[config.mk]
export PLATFORM = sky130hd
export DESIGN_NAME = slot_idle_enforcer
export DESIGN_NICKNAME = d
export VERILOG_FILES = /design/src/rtl/swie_pkg.sv /design/src/rtl/swie_history.sv /design/src/rtl/swie_decide.sv /design/src/rtl/slot_idle_enforcer.sv
export SDC_FILE = /design/constraint.sdc
export NUM_CORES = 1
export LEC_CHECK = 0
export BUFFER_PORTS_ARGS = -buffer_cell sky130_fd_sc_hd__buf_2
export CAP_MARGIN = 20
export CORE_AREA = 2 2 39 41
export DETAILED_ROUTE_END_ITERATION = 6
export DIE_AREA = 0 0 41 43
export PLACE_DENSITY = 0.52
export SYNTH_ARGS = -nofsm -noshare
export SYNTH_HDL_FRONTEND = slang
export SYNTH_SLANG_ARGS = --single-unit
[constraint.sdc]
create_clock -name clk -period 2.7 [get_ports clk]
set_input_delay 0.54 -clock clk [delete_from_list [all_inputs] [get_ports clk]]
set_output_delay 0.54 -clock clk [all_outputs]
set_load 0.1 [all_outputs]
[src/rtl/swie_pkg.sv]
package swie_pkg;

   typedef enum logic {
      HIST_RUNNING  = 1'b0,
      HIST_POPCOUNT = 1'b1
   } hist_style_e;

   // bits needed to hold a value in 0..n
   function automatic int count_width(input int n);
      return (n < 1) ? 1 : $clog2(n + 1);
   endfunction

endpackage

[src/rtl/swie_history.sv]
module swie_history
   import swie_pkg::*;
#(
   parameter int          HLEN  = 7,
   parameter hist_style_e STYLE = HIST_RUNNING,
   localparam int         CW    = count_width(HLEN)
) (
   input  logic          clk,
   input  logic          rst_n,
   input  logic          qual_i,
   output logic [CW-1:0] cnt_o
);

   logic [HLEN-1:0] hist_q;

   // shift history, newest slot in bit 0; reset to all usable
   generate
      if (HLEN == 1) begin : g_one
         always_ff @(posedge clk or negedge rst_n) begin
            if (!rst_n) hist_q <= '1;
            else        hist_q <= qual_i;
         end
      end else begin : g_many
         always_ff @(posedge clk or negedge rst_n) begin
            if (!rst_n) hist_q <= '1;
            else        hist_q <= {hist_q[HLEN-2:0], qual_i};
         end
      end
   endgenerate

   generate
      if (STYLE == HIST_RUNNING) begin : g_running
         logic [CW-1:0] cnt_q;
         always_ff @(posedge clk or negedge rst_n) begin
            if (!rst_n) cnt_q <= CW'(HLEN);
            else        cnt_q <= cnt_q + CW'(qual_i) - CW'(hist_q[HLEN-1]);
         end
         assign cnt_o = cnt_q;
      end else begin : g_popcount
         logic [CW-1:0] acc;
         always_comb begin
            acc = '0;
            for (int i = 0; i < HLEN; i++) acc = acc + CW'(hist_q[i]);
         end
         assign cnt_o = acc;
      end
   endgenerate

endmodule

[src/rtl/swie_decide.sv]
module swie_decide
   import swie_pkg::*;
#(
   parameter int  IDLE_MIN = 2,
   parameter int  HLEN     = 7,
   localparam int CW       = count_width(HLEN)
) (
   input  logic          run_i,
   input  logic          req_i,
   input  logic          nc_i,
   input  logic [CW-1:0] cnt_i,
   output logic          grant_o,
   output logic          stall_o,
   output logic          qual_o
);

   logic room;

   always_comb begin
      room    = (cnt_i >= CW'(IDLE_MIN));
      grant_o = run_i & req_i & (nc_i | room);
      stall_o = req_i & ~grant_o;
      qual_o  = ~grant_o | nc_i;
   end

endmodule

[src/rtl/slot_idle_enforcer.sv]
module slot_idle_enforcer
   import swie_pkg::*;
#(
   parameter int          IDLE_MIN = 2,
   parameter int          WIN_LEN  = 8,
   parameter hist_style_e STYLE    = HIST_RUNNING
) (
   input  logic clk,
   input  logic rst_n,
   input  logic acc_req_i,
   input  logic no_conflict_i,
   output logic acc_grant_o,
   output logic acc_stall_o
);

   localparam int HLEN = WIN_LEN - 1;
   localparam int CW   = count_width(HLEN);

   // parameter legality
   generate
      if (IDLE_MIN < 1) begin : g_bad_min
         $error("slot_idle_enforcer: IDLE_MIN must be at least 1");
      end
      if (IDLE_MIN >= WIN_LEN) begin : g_bad_win
         $error("slot_idle_enforcer: IDLE_MIN must be below WIN_LEN");
      end
   endgenerate

   logic          qual;
   logic [CW-1:0] past_cnt;

   swie_history #(
      .HLEN  (HLEN),
      .STYLE (STYLE)
   ) u_hist (
      .clk    (clk),
      .rst_n  (rst_n),
      .qual_i (qual),
      .cnt_o  (past_cnt)
   );

   swie_decide #(
      .IDLE_MIN (IDLE_MIN),
      .HLEN     (HLEN)
   ) u_dec (
      .run_i   (rst_n),
      .req_i   (acc_req_i),
      .nc_i    (no_conflict_i),
      .cnt_i   (past_cnt),
      .grant_o (acc_grant_o),
      .stall_o (acc_stall_o),
      .qual_o  (qual)
   );

endmodule

==> Word-level counts from Yosys, hierarchy flattened <==
Index checks and enable logic that the tools add are counted.
{ "totals": {"reg_bits": 10, "ramBits": 0, "output_inout_bits": 2, "romBits": 0, "mem_count": 0, "latch_bits": 0} }
{ "classes": {"bitwise": 6, "n_eq_ne": 0, "n_reduce_logical": 0, "n_mux": 0, "mul": 0, "addsub": 2, "magnitude_cmp": 1, "n_shift": 0, "n_div": 0} }
{ "ops": {"columns": ["cell", "count"], "rows": [
  ["3-bit by 1-bit adder with 3-bit output", 1],
  ["1-bit bitwise AND", 3],
  ["3-bit by 2-bit >= comparator with 1-bit output, second input constant", 1],
  ["3-bit by 1-bit subtractor with 3-bit output", 1],
  ["1-bit bitwise OR", 2],
  ["1-bit NOT", 1]
]} }

==> Logic depth before layout (Yosys ltp) <==
Gate-level depths: netlist of run 1.
{ "logic_depth": {"depth_word": 7, "mapped_depth": 8} }

==> Cells and area by module <==
Synthesis of run 1 repeated with hierarchy kept, for this count alone.
{ "unflattened": {"hier_cells": 23, "area_unflattened_um2": 382.9} }
{ "modules_own_cells": {"columns": ["module", "area_each_um2", "instances", "seq_area_each_um2", "cells_each"], "rows": [
  ["swie_history", 346.6, 1, 262.8, 18],
  ["swie_decide", 36.3, 1, 0.0, 5]
]} }

==> Worst setup path before layout of run 1 <==
No wires, ideal clock.
{ "synth_timing": {"path_kind": "input -> output", "from": "input no_conflict_i", "to": "output acc_stall_o", "slack_ps": -706, "arrival_time_ps": 2866, "cell_stages": 2, "t_required_ps": 2160, "cell_sequence": "nand2b_1 > a21boi_0"} }
{ "synth_between": {"elab_chain_len": 4} }
{ "synth_rtl": {"columns": ["element", "line_no", "rtl"], "rows": [
  ["start, declared", "slot_idle_enforcer.sv:11", "input logic no_conflict_i,"],
  ["1-bit bitwise OR", "swie_decide.sv:21", "grant_o = run_i & req_i & (nc_i | room);"],
  ["1-bit bitwise AND", "swie_decide.sv:21", null],
  ["1-bit NOT", "swie_decide.sv:22", "stall_o = req_i & ~grant_o;"],
  ["1-bit bitwise AND", "swie_decide.sv:22", null],
  ["end, declared", "slot_idle_enforcer.sv:13", "output logic acc_stall_o"]
]} }
No other way between the ends.

==> Final worst setup path of run 1 <==
{ "layout_timing": {"from": "register u_hist.g_running.cnt_q[1], in the netlist u_hist.cnt_o[1]", "to": "output acc_grant_o"} }
{ "layout_between": {"elab_chain_len": 3} }
{ "layout_rtl": {"columns": ["element", "line_no", "rtl"], "rows": [
  ["start, declared", "swie_history.sv:33", "logic [CW-1:0] cnt_q;"],
  ["start signal, assigned", "swie_history.sv:35", "if (!rst_n) cnt_q <= CW'(HLEN);"],
  ["start signal, assigned", "swie_history.sv:36", "else cnt_q <= cnt_q + CW'(qual_i) - CW'(hist_q[HLEN-1]);"],
  ["3-bit by 2-bit >= comparator with 1-bit output", "swie_decide.sv:20", "room = (cnt_i >= CW'(IDLE_MIN));"],
  ["1-bit bitwise OR", "swie_decide.sv:21", null],
  ["1-bit bitwise AND", "swie_decide.sv:21", null],
  ["end, declared", "slot_idle_enforcer.sv:12", "output logic acc_grant_o,"]
]} }
No other way between the ends.

==> results of run 1 <==
==> power by group through the flow <==
stage	Sequential, uW	Clock, uW	Combinational (uW)
after global routing	222	141	152
final	218	127	131
after floorplan	217	0	103
after detailed placement	220	0	136
after global placement	219	0	119
after CTS	218	132	138
==> cell type report <==
| type | instances | area, um^2 | share of cell area |
|---|---|---|---|
| tap | 16 | 20.0 | 0.0432 |
| clock buffer | 4 | 36.3 | 0.0784 |
| timing repair buffer | 5 | 25.0 | 0.0541 |
| multi-input combinational | 11 | 104 | 0.224 |
| inverter | 4 | 15.0 | 0.0324 |
| sequential | 10 | 263 | 0.568 |
==> critical path, cell delays in order, from the launching register on <==
cell	delay, ns
dfstp_2	0.51
inv_1	0.07
ha_1	0.24
nand2b_1	0.10
and2b_2	0.13
buf_2	0.41
==> Yosys cell counts <==
master    count  area [um^2]
fa_1          1         20.0
xnor2_1       1         8.76
ha_1          3         37.5
inv_1         4         15.0
a21boi_0      1         7.51
dfstp_2      10          263
or3_1         1         6.26
nand2b_1      1         6.26
and2b_2       1         8.76
nor3_1        1         5.00
nand2_1       1         3.75
==> state kept, by name, indices dropped and copies added, names as in the netlist <==
register / flops
u_hist.cnt_o: 3
u_hist.hist_q: 7
==> path summary, 6_finish.rpt <==
path | startpoint | end | slack [ns] | depth (start not counted)
setup / recovery | u_hist.cnt_o[1] | acc_grant_o | 0.44 | 5
hold / removal | u_hist.hist_q[1] | u_hist.hist_q[2] | 0.36 | 0
setup reg to reg | u_hist.cnt_o[1] | u_hist.cnt_o[2] | 0.65 | 8
hold reg to reg | u_hist.hist_q[1] | u_hist.hist_q[2] | 0.36 | 0
max in group asynchronous | rst_n | u_hist.hist_q[4] | 2.30 | 1
min in group asynchronous | rst_n | u_hist.cnt_o[2] | 0.37 | 1
==> layer usage <==
metal	up-vias	GRT usage
met4	0	0.0800
met2	6	0.138
met1	95	0.0983
met3	0	0.0471
li1	95	-
met5	-	0
==> per-stage QoR <==
step,hold WS (ns),setup slack [ns],std cells
2_1_floorplan,0.345,0.0317,25
3_3_place_gp,0.348,0.669,46
3_5_place_dp,0.348,0.583,46
4_1_cts,0.357,0.422,50
5_1_grt,0.358,0.334,50
6_report,0.356,0.442,50
==> kinds of logic (layout without fill, tap and decap cells) <==
family / count (synthesis) / in the layout / share of synthesized area
AND/OR/NAND/NOR: 5 / 5 / 0.0787
flip-flops: 10 / 10 / 0.689
buffers and inverters: 4 / 13 / 0.0393
XOR/XNOR: 1 / 1 / 0.0230
AO/OA/AOI/OAI: 1 / 1 / 0.0197
adder cells (fa/ha/maj): 4 / 4 / 0.151
==> flow_metrics.tcl, run 1 <==
set metrics [dict create \
    status "finished clean" \
    die-area_um2 1760 \
    grt_max_degree 13 \
    ys_ff_latch 10 \
    layout_common_cells "dfstp_2, buf_2, inv_1, ha_1, clkbuf_4" \
    grt_pass1_vias 238 \
    maxCapViolCount 0 \
    ys_types 11 \
    grt.total_usage 0.0959 \
    syn_inst 25 \
    ant_nets 0 \
    final_cell_area_um2 463 \
    maxSlewViolCount 0 \
    portBuffers 5 \
    root_buffer "clkbuf_4" \
    clk_pin_slew_ns 0.06 \
    top_layer_used "met3" \
    detail_route.wl_per_cell_um 10.9 \
    drcViolationCount 0 \
    clock_skew_ns 0.00445 \
    setup_tns_ns 0 \
    cts_resized 0 \
    drive_above_1_share 0.588 \
    grt_antenna_before_repair 0 \
    rsz0062_at_grt "no" \
    pwr-share-comb 0.276 \
    nets 43 \
    fin_crit_sh 0.836 \
    drt-met1-wl_um 212 \
    num_antenna_cells 0 \
    p_sw_uw 136 \
    hold_viol 0 \
    power.total_uw 476 \
    worst_pin_slew_ns 0.485 \
    via_per_inst 3.92 \
    crit_required_ns 2.16 \
    grt_overflow 0 \
    power_density_nw_per_um2 1030 \
    routed_wl_um 547 \
    cts_hold_buf 0 \
    initial_core_util 0.276 \
    via_count 196 \
    num_rows 14 \
    h-tree-depth 1 \
    fin_crit_ns 2.26 \
    synth_nets 33 \
    syn_area_um2 382 \
    final_common_cell "dfstp_2" \
    power_leakage_uw 0.000215 \
    place_congestion 0.586 \
    irDropWorstVdd_mv 0.180 \
    n_fill_cell 140 \
    coreArea_um2 1380 \
    power_frac_clock 0.267 \
    p_int_uw 340 \
    slew_headroom 0.679 \
    tritoncts "done" \
    clk_latency_ns 0.25 \
    place_area_um2 427 \
    ys_warn_count 0 \
    switching_share 0.285 \
    cts.sinks 10 \
    die_h_um 43 \
    fmax_mhz 443 \
    cp_max_fo 3 \
    arrival_ns 1.72 \
    post_cts_buffers 0 \
    start_kind "flop" \
    syn_area_per_cell_um2 15.3 \
    syn_to_final_growth_pct 21.3 \
    pin_count 6 \
    route.met3.wl_um 43 \
    yosysSeqAreaShare 0.689 \
    first_pass_iters 1 \
    cts_buffers 3 \
    clk_path_buf_depth 2 \
    hold_path.class "flop to flop" \
    final_util 0.335 \
    wl_met2_um 292 \
    p_seq_frac 0.457 \
    setup_violations 0 \
    path_class "flop to primary output" \
    fp.dieW_um 41 \
    cp-end-kind "primary output" \
    grt_first_pass_wirelength_um 1000 \
    dp_hpwl_um 444 \
    drtIter0Drc 0 \
]
Note: power is estimated with default switching activity, not from simulation.
==> run 2, diff against run 1 <==
- ABC_AREA: unset -> 1
- PLACE_DENSITY: 0.52 -> 0.54
- clock period: 2.7 -> 1.95 ns (I/O delays scaled with it)
==> flow_metrics.tcl, run 2 <==
set metrics [dict create \
    status "finished clean" \
    layout_common_cells "dfstp_2, inv_1, clkbuf_4, buf_2, buf_4" \
    yosys_most_used_dff "dfstp_2" \
    synthTopCellsByCount "dfstp_2, inv_1, ha_1" \
    synth_nets 35 \
    grt_max_degree 12 \
    routed_wl_um 552 \
    grt_first_pass_wirelength_um 959 \
    power_density_nw_per_um2 1290 \
    post_cts_buffers 0 \
    clock_skew_ns 0.00160 \
    rr_endpoint "u_hist.cnt_o[1]" \
    fin_crit_sh 0.960 \
    final_cell_area_um2 547 \
    root_buffer "clkbuf_4" \
    setup_ws_ns 0.0784 \
    drive_above_1_share 0.789 \
    yosysSeqAreaShare 0.684 \
    fmax_mhz 534 \
    syn_area_um2 384 \
    via_per_inst 3.89 \
    irDropWorstVdd_mv 0.646 \
    power_leakage_uw 0.000241 \
    maxCapViolCount 0 \
    hold_path.class "input port to async pin" \
    dp_hpwl_um 460 \
    grt_pass1_vias 232 \
    n_fill_cell 135 \
    fp.dieW_um 41 \
    clk_latency_ns 0.24 \
    h-tree-depth 1 \
    die-area_um2 1760 \
    syn_inst 27 \
    syn_area_per_cell_um2 14.2 \
    via_count 210 \
    pin_count 6 \
    syn_to_final_growth_pct 42.3 \
    num_antenna_cells 0 \
    synth.area.top_cells "dfstp_2, ha_1, fa_1, inv_1, a21oi_1" \
    nets 48 \
    arrival_ns 1.48 \
    worst_pin_slew_ns 0.172 \
    seq_area_um2 263 \
    cp-end-kind "primary output" \
    critical_path.startpoint "u_hist.cnt_o[1]" \
    r2r_setup_slack_ns 0.09 \
    place_congestion 0.609 \
    fin_crit_ns 1.87 \
    path_class "flop to primary output" \
    largest_register "u_hist.hist_q" \
    cp_max_fo 2 \
    grt_antenna_before_repair 0 \
    largest_reg_flops 7 \
    reg2regPathDepth 7 \
    coreArea_um2 1380 \
    hold_viol 0 \
    yosysTopAreaCellShare 0.684 \
    clk_path_buf_depth 2 \
    synth_area_leader_cell "dfstp_2" \
    pre_cts_slack_ns 0.0115 \
    die_h_um 43 \
    ys_warn_count 0 \
    cts_buffers 3 \
    ys_ff_latch 10 \
    cts.sinks 10 \
    setup_violations 0 \
    rsz0062_at_grt "no" \
    clk_pin_slew_ns 0.05 \
    maxSlewViolCount 0 \
    initial_core_util 0.278 \
    slew_headroom 0.885 \
    tritoncts "done" \
    grt.total_usage 0.0873 \
    synth_most_common_cell "dfstp_2" \
    drcViolationCount 0 \
    r2r_start "u_hist.cnt_o[1]" \
    setup_tns_ns 0 \
    start_kind "flop" \
    grt_overflow 0 \
    portBuffers 5 \
    first_pass_iters 1 \
    ys_types 11 \
    detail_route.wl_per_cell_um 10.2 \
    crit_required_ns 1.56 \
    drtIter0Drc 0 \
    critPathCapture "acc_grant_o" \
    multi_input_area_um2 141 \
    num_rows 14 \
    synth-async-reset-ratio 1.00 \
    ant_nets 0 \
    synth_edf_count 0 \
    final_common_cell "dfstp_2" \
    place_area_um2 504 \
]
==> run 2: worst min path at each step <==
stage | from | end | slack [ns] | cells past startpoint
floorplan | rst_n | u_hist.cnt_o[0] | 0.24 | 0
global placement | u_hist.hist_q[5] | u_hist.hist_q[6] | 0.35 | 0
detailed placement | u_hist.hist_q[0] | u_hist.hist_q[1] | 0.35 | 0
CTS | rst_n | u_hist.hist_q[6] | 0.27 | 2
global route | rst_n | u_hist.hist_q[5] | 0.27 | 2
finish | rst_n | u_hist.hist_q[6] | 0.27 | 2
==> run 2: what timing repair did <==
| action | 4_1_cts | 5_1_grt |
|---|---|---|
| hold buffers | 0 | 0 |
| gates resized for setup | 1 | 4 |
| endpoints found under the setup margin | 1 | 3 |
| pin swaps | 0 | 1 |
| cloned | 0 | 0 |
==> run 2: cells by family after synthesis <==
logic type               synth area share
flip-flops                          0.684
AO/OA/AOI/OAI                      0.0261
adder cells (fa/ha/maj)             0.150
AND/OR/NAND/NOR                    0.0586
buffers and inverters              0.0586
XOR/XNOR                           0.0228
==> run 2: area by class of cell <==
cell class	instances	area share
clock buffers	3	0.0412
inverters	6	0.0412
flip-flops and latches	10	0.481
multi-input cells	11	0.259
well taps	16	0.0366
repair buffers	8	0.142
==> run 2: routing by layer <==
layer,vias to the layer above,global-route usage,wire length (um)
met2,2,0.125,302
met5,-,0,0
li1,107,-,-
met4,0,0.0200,0
met1,101,0.111,230
met3,0,0.0524,20
==> run 2: critical path: stages (launching register included) <==
cell and delay, ns:
dfstp_2 0.51, inv_1 0.05, ha_2 0.19, buf_4 0.15, a21oi_4 0.16, buf_12 0.19
==> run 2: where the power goes <==
group	total, uW	switching [uW]	internal (uW)
combinational	292	146	146
clock	121	51.0	70.1
sequential	294	11.2	283
==> run 2: metrics by stage <==
step | util | std cells | power [uW] | hold WS, ns
after CTS | 0.384 | 54 | 678 | 0.268
after floorplan | - | 27 | 455 | 0.242
after global routing | 0.395 | 54 | 768 | 0.270
after global placement | 0.364 | 51 | 530 | 0.346
after detailed placement | 0.364 | 51 | 547 | 0.347
final | 0.395 | 54 | 707 | 0.274
==> run 3, diff against run 2 <==
- ABC_AREA: 1 -> unset
==> flow_metrics.tcl, run 3 (synthesis gave the netlist of run 1 again) <==
set metrics [dict create \
    r2r_start "u_hist.cnt_o[1]" \
    initial_core_util 0.276 \
    fp.dieW_um 41 \
    hold_viol 0 \
    place_area_um2 483 \
    met3_usage 0.0471 \
    portBuffers 5 \
    crit_slowest_cell "dfstp_2" \
    clk_latency_ns 0.25 \
    cts.sinks 10 \
    num_rows 14 \
    place_congestion 0.618 \
    layout_common_cells "dfstp_2, clkbuf_4, buf_2" \
    arrival_ns 1.51 \
    fin_crit_sh 0.973 \
    maxSlewViolCount 0 \
    final_common_cell "dfstp_2" \
    pwr-share-comb 0.373 \
    switching_share 0.291 \
    dp_hpwl_um 437 \
    routed_wl_um 622 \
    grt-busiest-layer "met2" \
    met1_usage 0.120 \
    hold_path.class "input port to async pin" \
    p_seq_frac 0.399 \
    post_cts_buffers 0 \
    nets 46 \
    grt_max_degree 12 \
    power_frac_clock 0.228 \
    maxCapViolCount 0 \
    final_cell_area_um2 548 \
    via_per_inst 4.09 \
    grt.total_usage 0.107 \
    via_count 217 \
    drtIter0Drc 0 \
    pin_count 6 \
    rsz0062_at_grt "yes" \
    num_antenna_cells 0 \
    ant_nets 0 \
    status "finished clean" \
    cp_top_family "flip-flops" \
    cp_max_fo 2 \
    cp-end-kind "primary output" \
    drive_above_1_share 0.784 \
    p_sw_uw 224 \
    power_density_nw_per_um2 1400 \
    grt_first_pass_wirelength_um 1100 \
    clock_skew_ns 0.00399 \
    cts_buffers 3 \
    crit_chain "inv_2, ha_4, buf_6, nand2b_4, and2b_2, buf_12" \
    path_buf_inv 3 \
    die-area_um2 1760 \
    slowest_delay_ns 0.53 \
    h-tree-depth 1 \
    power_leakage_uw 0.000245 \
    clk_pin_slew_ns 0.06 \
    clk_path_buf_depth 2 \
    rr_endpoint "u_hist.cnt_o[2]" \
    setup_tns_ns 0 \
    die_h_um 43 \
    r2r_setup_slack_ns 0.11 \
    start_kind "flop" \
    first_pass_iters 1 \
    coreArea_um2 1380 \
    grt_pass1_vias 254 \
    worst_pin_slew_ns 0.150 \
    largest_reg_flops 7 \
    met2_usage 0.141 \
    drcViolationCount 0 \
    grt_antenna_before_repair 0 \
    grt_overflow 0 \
    tritoncts "done" \
    reg2regPathDepth 8 \
    p_int_uw 545 \
    syn_to_final_growth_pct 43.6 \
    irDropWorstVdd_mv 0.558 \
    setup_violations 0 \
    root_buffer "clkbuf_4" \
    path_class "flop to primary output" \
    fin_crit_ns 1.90 \
    crit_required_ns 1.56 \
    largest_register "u_hist.hist_q" \
    detail_route.wl_per_cell_um 11.7 \
    fmax_mhz 527 \
    slew_headroom 0.900 \
]
[run 3: changes by cell type in the layout (fill, tap and decap cells not counted), sizes merged]
cell,delta
a21oi,-2
and2b,+1
nand2b,+1
or3,+1
inv,-2
nand2,-1
a21boi,+1
nand3b,-1
clkbuf,+1
[run 3: power by group through the flow]
stage	Sequential, uW	Clock, uW	Combinational [uW]
after floorplan	301	0	144
after global placement	303	0	217
after detailed placement	305	0	231
after CTS	303	186	261
after global routing	312	197	316
final	307	176	287
[run 3: final cells by class]
type / instances / area [um^2]
fill: 134 / 836
sequential: 10 / 263
multi-input combinational: 11 / 133
timing repair buffer: 8 / 81.3
clock buffer: 4 / 36.3
tap: 16 / 20.0
inverter: 4 / 15.0
[run 3: per-stage QoR]
| step | hold slack, ns | setup slack (ns) | cells | total power, uW | util |
|---|---|---|---|---|---|
| finish | 0.254 | 0.0535 | 53 | 769 | 0.396 |
| global route | 0.258 | -0.00702 | 53 | 825 | 0.396 |
| CTS | 0.248 | 0.00725 | 53 | 750 | 0.389 |
| detailed placement | 0.347 | -0.0246 | 49 | 536 | 0.349 |
| global placement | 0.346 | 0.0346 | 49 | 520 | 0.349 |
| floorplan | 0.242 | 0.0247 | 25 | 445 | - |
[run 3: worst max path at each step]
stage,startpoint,end,slack [ns],cells past startpoint
3_5_place_dp,u_hist.cnt_o[1],u_hist.cnt_o[2],-0.02,8
5_1_grt,u_hist.cnt_o[1],acc_grant_o,-0.007,6
3_3_place_gp,u_hist.cnt_o[1],u_hist.cnt_o[2],0.03,8
4_1_cts,u_hist.cnt_o[1],acc_grant_o,0.007,6
6_report,u_hist.cnt_o[1],acc_grant_o,0.05,6
2_1_floorplan,u_hist.cnt_o[1],acc_stall_o,0.02,4
[run 3: per-layer routing]
layer	part of all wire	vias up
met5	0	-
met2	0.51	3
met4	0.013	0
met3	0.034	2
li1	-	102
met1	0.44	110
[run 3: repair_timing]
item	in CTS	in global routing
pin swaps	1	1
gates resized for setup	4	3
endpoints found under the setup margin	3	3
hold buffers	0	0
